==> src/rtl/hostreq_pkg.sv <==
package hostreq_pkg;
  localparam int GEN_LINES  = 4;
  localparam int NUM_REGS   = 4;
  localparam int NUM_BITS   = 5 + 2 * GEN_LINES;
  localparam int SEL_W      = $clog2(NUM_BITS);
  localparam int REG_W      = $clog2(NUM_REGS);

  localparam int KBD_BIT     = 0;
  localparam int MOUSE_BIT   = 1;
  localparam int SMI_FIRST   = 2;
  localparam int SMI_LAST    = 4;
  localparam int GEN_A_BASE  = 5;
  localparam int GEN_B_BASE  = GEN_A_BASE + GEN_LINES;

  // set/clear strobes from control to datapath; never both for one bit
  typedef struct packed {
    logic [NUM_BITS-1:0] setMask;
    logic [NUM_BITS-1:0] clrMask;
  } flagStrobes_t;

  // data register paired with each flag
  function automatic int pairOf(int b);
    if (b <= MOUSE_BIT)     return 0;
    else if (b == 2)        return 1;
    else if (b == 3)        return 2;
    else if (b == SMI_LAST) return 3;
    else if (b < GEN_B_BASE) return 1;
    else                    return 2;
  endfunction

  // flags that stay guarded regardless of the mode input
  function automatic bit alwaysGuarded(int b);
    return b <= MOUSE_BIT;
  endfunction
endpackage

==> src/rtl/hostreq_ctrl.sv <==
module hostreq_ctrl
  import hostreq_pkg::*;
(
  input  logic                clk,
  input  logic                rst,
  input  logic                directMode,
  input  logic                cpuWr,
  input  logic                cpuRd,
  input  logic [SEL_W-1:0]    cpuSel,
  input  logic                cpuWrData,
  input  logic [NUM_REGS-1:0] cpuDataWr,
  input  logic [NUM_REGS-1:0] hostDataRd,
  input  logic [NUM_BITS-1:0] enBits,
  output flagStrobes_t        strobes
);
  logic [NUM_BITS-1:0] readArm;
  logic [NUM_REGS-1:0] regWritten;
  logic [NUM_BITS-1:0] consume;
  logic [NUM_REGS-1:0] regUsed;

  for (genvar b = 0; b < NUM_BITS; b++) begin : gBit
    localparam int  PAIR  = pairOf(b);
    localparam bit  FIXED = alwaysGuarded(b);
    logic selHit, wrHit, rdHit, guarded, guardOk, hostClr;

    assign selHit  = (cpuSel == SEL_W'(b));
    assign wrHit   = cpuWr && selHit;
    assign rdHit   = cpuRd && selHit;
    assign guarded = FIXED || !directMode;
    assign guardOk = wrHit && cpuWrData && readArm[b] &&
                     (!guarded || regWritten[PAIR]);
    assign hostClr = guarded && hostDataRd[PAIR];

    assign consume[b]         = guardOk && guarded;
    assign strobes.setMask[b] = guardOk && !hostClr;
    assign strobes.clrMask[b] = hostClr || (wrHit && !cpuWrData);

    always_ff @(posedge clk) begin
      if (rst)        readArm[b] <= 1'b0;
      else if (wrHit) readArm[b] <= 1'b0;
      else if (rdHit) readArm[b] <= !enBits[b];
    end
  end

  always_comb begin
    regUsed = '0;
    for (int b = 0; b < NUM_BITS; b++)
      if (consume[b]) regUsed[REG_W'(pairOf(b))] = 1'b1;
  end

  always_ff @(posedge clk) begin
    if (rst) regWritten <= '0;
    else     regWritten <= cpuDataWr | (regWritten & ~regUsed);
  end
endmodule

==> src/rtl/hostreq_datapath.sv <==
module hostreq_datapath
  import hostreq_pkg::*;
(
  input  logic                 clk,
  input  logic                 rst,
  input  flagStrobes_t         strobes,
  input  logic [SEL_W-1:0]     cpuSel,
  output logic [NUM_BITS-1:0]  enBits,
  output logic                 cpuRdData,
  output logic                 kbdReq,
  output logic                 mouseReq,
  output logic                 smiReq,
  output logic [GEN_LINES-1:0] genReq
);
  localparam int PAD_W = 2 ** SEL_W;
  logic [PAD_W-1:0] padded;

  always_ff @(posedge clk) begin
    if (rst) enBits <= '0;
    else     enBits <= (enBits & ~strobes.clrMask) | strobes.setMask;
  end

  always_comb begin
    padded = '0;
    padded[NUM_BITS-1:0] = enBits;
  end
  assign cpuRdData = padded[cpuSel];

  assign kbdReq   = enBits[KBD_BIT];
  assign mouseReq = enBits[MOUSE_BIT];
  assign smiReq   = |enBits[SMI_LAST:SMI_FIRST];

  for (genvar g = 0; g < GEN_LINES; g++) begin : gLine
    assign genReq[g] = enBits[GEN_A_BASE + g] | enBits[GEN_B_BASE + g];
  end
endmodule

==> src/rtl/hostreq_flags.sv <==
module hostreq_flags
  import hostreq_pkg::*;
(
  input  logic                 clk,
  input  logic                 rst,
  input  logic                 directMode,
  input  logic                 cpuWr,
  input  logic                 cpuRd,
  input  logic [SEL_W-1:0]     cpuSel,
  input  logic                 cpuWrData,
  output logic                 cpuRdData,
  input  logic [NUM_REGS-1:0]  cpuDataWr,
  input  logic [NUM_REGS-1:0]  hostDataRd,
  output logic                 kbdReq,
  output logic                 mouseReq,
  output logic                 smiReq,
  output logic [GEN_LINES-1:0] genReq
);
  flagStrobes_t        strobes;
  logic [NUM_BITS-1:0] enBits;

  hostreq_ctrl uCtrl (
    .clk(clk), .rst(rst), .directMode(directMode), .cpuWr(cpuWr),
    .cpuRd(cpuRd), .cpuSel(cpuSel), .cpuWrData(cpuWrData),
    .cpuDataWr(cpuDataWr), .hostDataRd(hostDataRd), .enBits(enBits),
    .strobes(strobes)
  );

  hostreq_datapath uData (
    .clk(clk), .rst(rst), .strobes(strobes), .cpuSel(cpuSel),
    .enBits(enBits), .cpuRdData(cpuRdData), .kbdReq(kbdReq),
    .mouseReq(mouseReq), .smiReq(smiReq), .genReq(genReq)
  );
endmodule

==> config.mk <==
export PLATFORM = sky130hd
export DESIGN_NAME = hostreq_flags
export DESIGN_NICKNAME = d
export VERILOG_FILES = /design/src/rtl/hostreq_pkg.sv /design/src/rtl/hostreq_ctrl.sv /design/src/rtl/hostreq_datapath.sv /design/src/rtl/hostreq_flags.sv
export SDC_FILE = /design/constraint.sdc
export NUM_CORES = 1
export LEC_CHECK = 0
export ABC_AREA = 1
export BUFFER_PORTS_ARGS = -buffer_cell sky130_fd_sc_hd__buf_2
export CAP_MARGIN = 5
export CORE_ASPECT_RATIO = 1.5
export CORE_MARGIN = 5
export CORE_UTILIZATION = 51
export DETAILED_ROUTE_END_ITERATION = 8
export GPL_TIMING_DRIVEN = 0
export HOLD_SLACK_MARGIN = 0.1
export PLACE_DENSITY_LB_ADDON = 0.08
export SLEW_MARGIN = 10
export SYNTH_ARGS = -nofsm -noshare
export SYNTH_HDL_FRONTEND = slang
export SYNTH_SLANG_ARGS = --single-unit
==> constraint.sdc <==
create_clock -name clk -period 1.51 [get_ports clk]
set_clock_uncertainty 0.2 [all_clocks]
set_input_delay 0.302 -clock clk [delete_from_list [all_inputs] [get_ports clk]]
set_output_delay 0.302 -clock clk [all_outputs]
set_load 0.02 [all_outputs]
# Word level (Yosys, flattened, before mapping)
# Index checks and enable logic that the tools add are counted.
# op_classes
n_reduce_logical	168
bitwise	22
n_eq_ne	12
magnitude_cmp	27
mux	54
# ops
op	n
logical AND 1 bit	118
less-than comparator 2 x 4 -> 1 bit, second input constant	13
two-way mux 4 bit	13
bitwise OR 4 bit	13
demux 1 bit (select 2 bit)	13
>= comparator 2 x 1 -> 1 bit, second input constant	13
two-way mux 2 bit	13
OR reduction 2 bit	13
== test 4 bit, second input constant	5
logical NOT 1 bit	19
== test 4 x 3 -> 1 bit, second input constant	4
logical OR 1 bit	16
two-way mux 1 bit	14
AND 13 bit	1
inverter 13 bit	1
bitwise OR 13 bit	1
== test 4 x 2 -> 1 bit, second input constant	2
less-than comparator 4 x 5 -> 1 bit, second input constant	1
AND 4 bit	1
binary-select mux 1 bit (select 4 bit)	1
== test 4 x 1 -> 1 bit, second input constant	1
logical NOT 4 bit	1
inverter 4 bit	1
bitwise OR 1 bit	4
OR reduction 3 bit	1
# totals
wordCells	298
reg_bits	30

# Logic depth before layout (Yosys ltp)
# logic_depth
depth_word	38
mapped_depth	9

# Hierarchy
# A second synthesis with hierarchy kept.
# unflattened
cells_unflattened	282
area_unflattened_um2	1740.4
# by_module_without_submodules
module	area_each_um2	n_inst	seq_area_each_um2	cells_each
hostreq_ctrl	1117.3	1	340.3	180
hostreq_datapath	623.1	1	260.2	102

# Worst setup path after synthesis
# Ideal clock, no wire load.
# synth_path
kind	input -> output
start	input port cpuSel[1]
end	output port cpuRdData
setup_slack_ns	-0.012
arrival_time_ns	1.020
path_stages	6
n_path_buf	0
path_cell_list	inv_2 -> nand2_1 -> inv_2 -> a22o_1 -> o21ai_0 -> nand4_1
# synth_via
elab_chain_cells	2
# synth_rtl
item	line_no	rtl
start, declared	hostreq_flags.sv:9	input logic [SEL_W-1:0] cpuSel,
binary-select mux 1 bit (select 4 bit)	hostreq_datapath.sv:27	assign cpuRdData = padded[cpuSel];
two-way mux 1 bit (not written as such)	hostreq_datapath.sv:27	
end, declared	hostreq_flags.sv:11	output logic cpuRdData,
# No other way between the ends. The select of a mux whose other input is x is not followed.

# Worst setup path in the final report
# layout_path
start	register uData.enBits[8]
end	output port cpuRdData
# layout_via
elab_chain_cells	2
# layout_rtl
item	line_no	rtl
start, declared	hostreq_datapath.sv:8	output logic [NUM_BITS-1:0] enBits,
start signal, assigned	hostreq_datapath.sv:20	else enBits <= (enBits & ~strobes.clrMask) | strobes.setMask;
binary-select mux 1 bit (select 4 bit)	hostreq_datapath.sv:27	
two-way mux 1 bit (not written as such)	hostreq_datapath.sv:27	
# No other way between the ends. The select of a mux whose other input is x is not followed.

==> summary.md <==
| Metric | Value |
|---|---|
| Clock sinks | `30` |
| Met2 usage | `35.1%` |
| Area of the die | `4290 um^2` |
| Crit Path Max Fanout | `4` |
| CTS tree | `yes` |
| CP Launch Type | `flip-flop` |
| Met1 GRT Util | `27.3%` |
| Die Height | `77.8 um` |
| Top Usage Layer GRT | `met2` |
| Post-CTS setup buffers | `0` |
| Clk slew on worst S/H paths | `60 ps` |
| Min Hold Slack | `101 ps` |
| Starting Density | `53.1%` |
| # fillers | `293` |
| Fmax | `0.575 GHz` |
| Starting DRT DRC Count | `40` |
| Worst Path Arrival | `1240 ps` |
| Gate count after technology mapping | `231` |
| Hold Fails Final Rpt | `0` |
| Run status | `complete, but fails checks` |
| Detail Route Antenna Nets | `0` |
| Worst setup EP type | `output pin` |
| Rows | `24` |
| Cell variety after synth | `27` |
| Core Area | `2940 um^2` |
| Layout cell share with drive strength beyond 1 | `23.0%` |
| Post-Route Setup TNS | `-270 ps` |
| Routed WL | `4170 um` |
| DRC viols | `0` |
| Count of warnings emitted by yosys | `0` |
| PortBufs | `25` |
| Final Max Slew Viols | `0` |
| Grt ovf | `0` |
| Net count after synthesis | `249` |
| Drt pass-1 iters | `4` |
| Critical path class | `flip-flop to output pin` |
| Clock latency on the worst-skew pair | `280 ps` |
| Tightest Pin Transition | `459 ps` |
| Post-route minimum period | `1740 ps` |
| Root Buffer | `clkbuf_8` |
| Longest Clk Path Bufs | `2` |
| PnR worst setup slack | `-230 ps` |
| Wire per inst | `13.5 um` |
| Failing checks | `negative setup slack` |
| Post-synthesis register bit count | `30` |
| Area delta synth->final | `22.5%` |
| Setup violators final | `2` |
| IO Count | `26` |
| WP data required | `1010 ps` |
| Num CTS Buffers | `5` |
| Via density per instance | `5.34` |
| Leakage | `0.852 nW` |
| First-pass GRT wire length | `7140 um` |
| Crit share post-route | `115%` |
| RSZ-0062 raised after global routing | `yes` |
| Cell area after synthesis | `1560 um^2` |
| Slew headroom | `69.4%` |
| Min-Delay Path Class | `input pin to flip-flop` |
| Max-cap violations | `0` |
| Diode count | `0` |
| Vias in the first global route | `1670` |
| Placer Congestion | `0.887` |
| Dpl hpwl | `3050 um` |
| H-tree levels | `2` |
| Met3 GRT Util | `4.41%` |
| Nets | `287` |
| Worst VDD drop | `0.000622 V` |
| Total track usage | `22.4%` |
| Die X-Extent | `55.2 um` |
| Register area share after synthesis | `38.4%` |
| Synth Area per Inst | `6.77 um^2` |
| Via total after detailed routing | `1646` |
| Initial antenna violation count | `0` |
| Largest net degree at the start of global routing | `11` |
| Power per cell area | `833 nW/um^2` |
cell usage in the layout (no fill, tap or decap), types with 2 or more instances in the layout:
master and instances:
a21oi_1 12, a31oi_1 4, and3_1 11, buf_2 24, buf_4 3, buf_6 2
clkbuf_1 3, clkbuf_8 5, dfxtp_1 25, dfxtp_2 5, dlygate4sd3_1 6, inv_1 24
inv_2 5, nand2_1 44, nand2_2 5, nand3_1 16, nand4_1 3, nor2_1 20
nor2_2 6, nor3_1 8, o211ai_1 2, o21ai_0 20, o21ai_1 2, o22ai_1 2
or2_2 3
power breakdown:
group / leakage [nW] / switching (mW) / internal (mW)
sequential: 0.246 / 0.00813 / 0.807
clock: 0.0383 / 0.283 / 0.316
combinational: 0.568 / 0.118 / 0.0633
layout make-up:
type | instances | area, um^2 | share of cell area, %
timing repair buffer | 31 | 205 | 10.7
multi-input combinational | 167 | 845 | 44.1
inverter | 29 | 109 | 5.69
buffer | 5 | 23.8 | 1.24
clock buffer | 7 | 76.3 | 3.99
tap | 39 | 48.8 | 2.55
sequential | 30 | 607 | 31.7
repair_timing:
| item | in CTS | in global routing |
|---|---|---|
| pin swaps | 3 | 3 |
| resized for setup | 10 | 9 |
| hold endpoints to repair | 6 | 0 |
| endpoints found under the setup margin | 3 | 5 |
| hold buffers | 6 | 0 |
cells by family (layout without fill, tap and decap cells):
logic type,after synthesis,count (layout),share of synthesized area (%)
AO/OA/AOI/OAI,48,48,17.5
AND/OR/NAND/NOR,119,119,35.6
buffers and inverters,34,72,8.49
flip-flops,30,30,38.4
per-stage QoR:
stage	cell area [um^2]	util [%]	setup WS [ps]	total power [mW]	std cells
after detailed placement	1740	59.1	-270	0.996	295
after global routing	1910	65.1	-313	1.68	308
after CTS	1900	64.5	-250	1.61	308
final	1910	65.1	-230	1.60	308
after floorplan	1570	-	21.2	0.929	231
after global placement	1740	59.1	-252	0.994	295
flip-flops by register name (all words and copies together), names as in the netlist:
register and cells:
uCtrl.readArm 13, uData.enBits 13, uCtrl.regWritten 4
cells in the mapped netlist:
| cell type | count | area [um^2] |
|---|---|---|
| nand2_1 | 45 | 169 |
| inv_1 | 25 | 93.8 |
| a31oi_1 | 4 | 25.0 |
| a22oi_1 | 1 | 7.51 |
| o21ai_0 | 22 | 110 |
| a41oi_1 | 1 | 8.76 |
| nor3_4 | 1 | 16.3 |
| nor2_1 | 22 | 82.6 |
| a21oi_1 | 12 | 60.1 |
| dfxtp_1 | 30 | 601 |
| a21oi_2 | 1 | 8.76 |
| o21bai_1 | 1 | 7.51 |
| or2_2 | 4 | 25.0 |
| nor2_2 | 4 | 25.0 |
| o211ai_1 | 2 | 15.0 |
| nand2_2 | 4 | 25.0 |
| and3_1 | 11 | 68.8 |
| o221ai_1 | 1 | 8.76 |
| buf_2 | 4 | 20.0 |
| a22o_1 | 1 | 8.76 |
| nand4_1 | 3 | 18.8 |
| or2_0 | 1 | 6.26 |
| clkbuf_1 | 1 | 3.75 |
| o22ai_1 | 2 | 12.5 |
| inv_2 | 4 | 15.0 |
| nand3_1 | 16 | 80.1 |
| nor3_1 | 8 | 40.0 |
final timing paths:
kind                                           from                   to  slack, ps  cells past startpoint
worst min-delay path                  hostDataRd[3]      uData.enBits[4]        100                      4
worst max-delay path                uData.enBits[8]            cpuRdData       -230                      5
worst min register to register      uData.enBits[4]     uCtrl.readArm[4]        250                      1
worst max register to register  uCtrl.regWritten[1]  uCtrl.regWritten[1]        110                      7
critical path: stages (launching register included):
cell	delay, ps
dfxtp_2	340
a22oi_2	140
o221ai_1	120
nand2_1	80
nand4_1	100
buf_4	170
routing by layer:
layer	vias up	part of all wire [%]
li1	843	-
met1	736	44
met2	57	48
met3	10	6.2
met4	0	2.1
met5	-	0
Note: power is estimated with default switching activity, not from simulation.
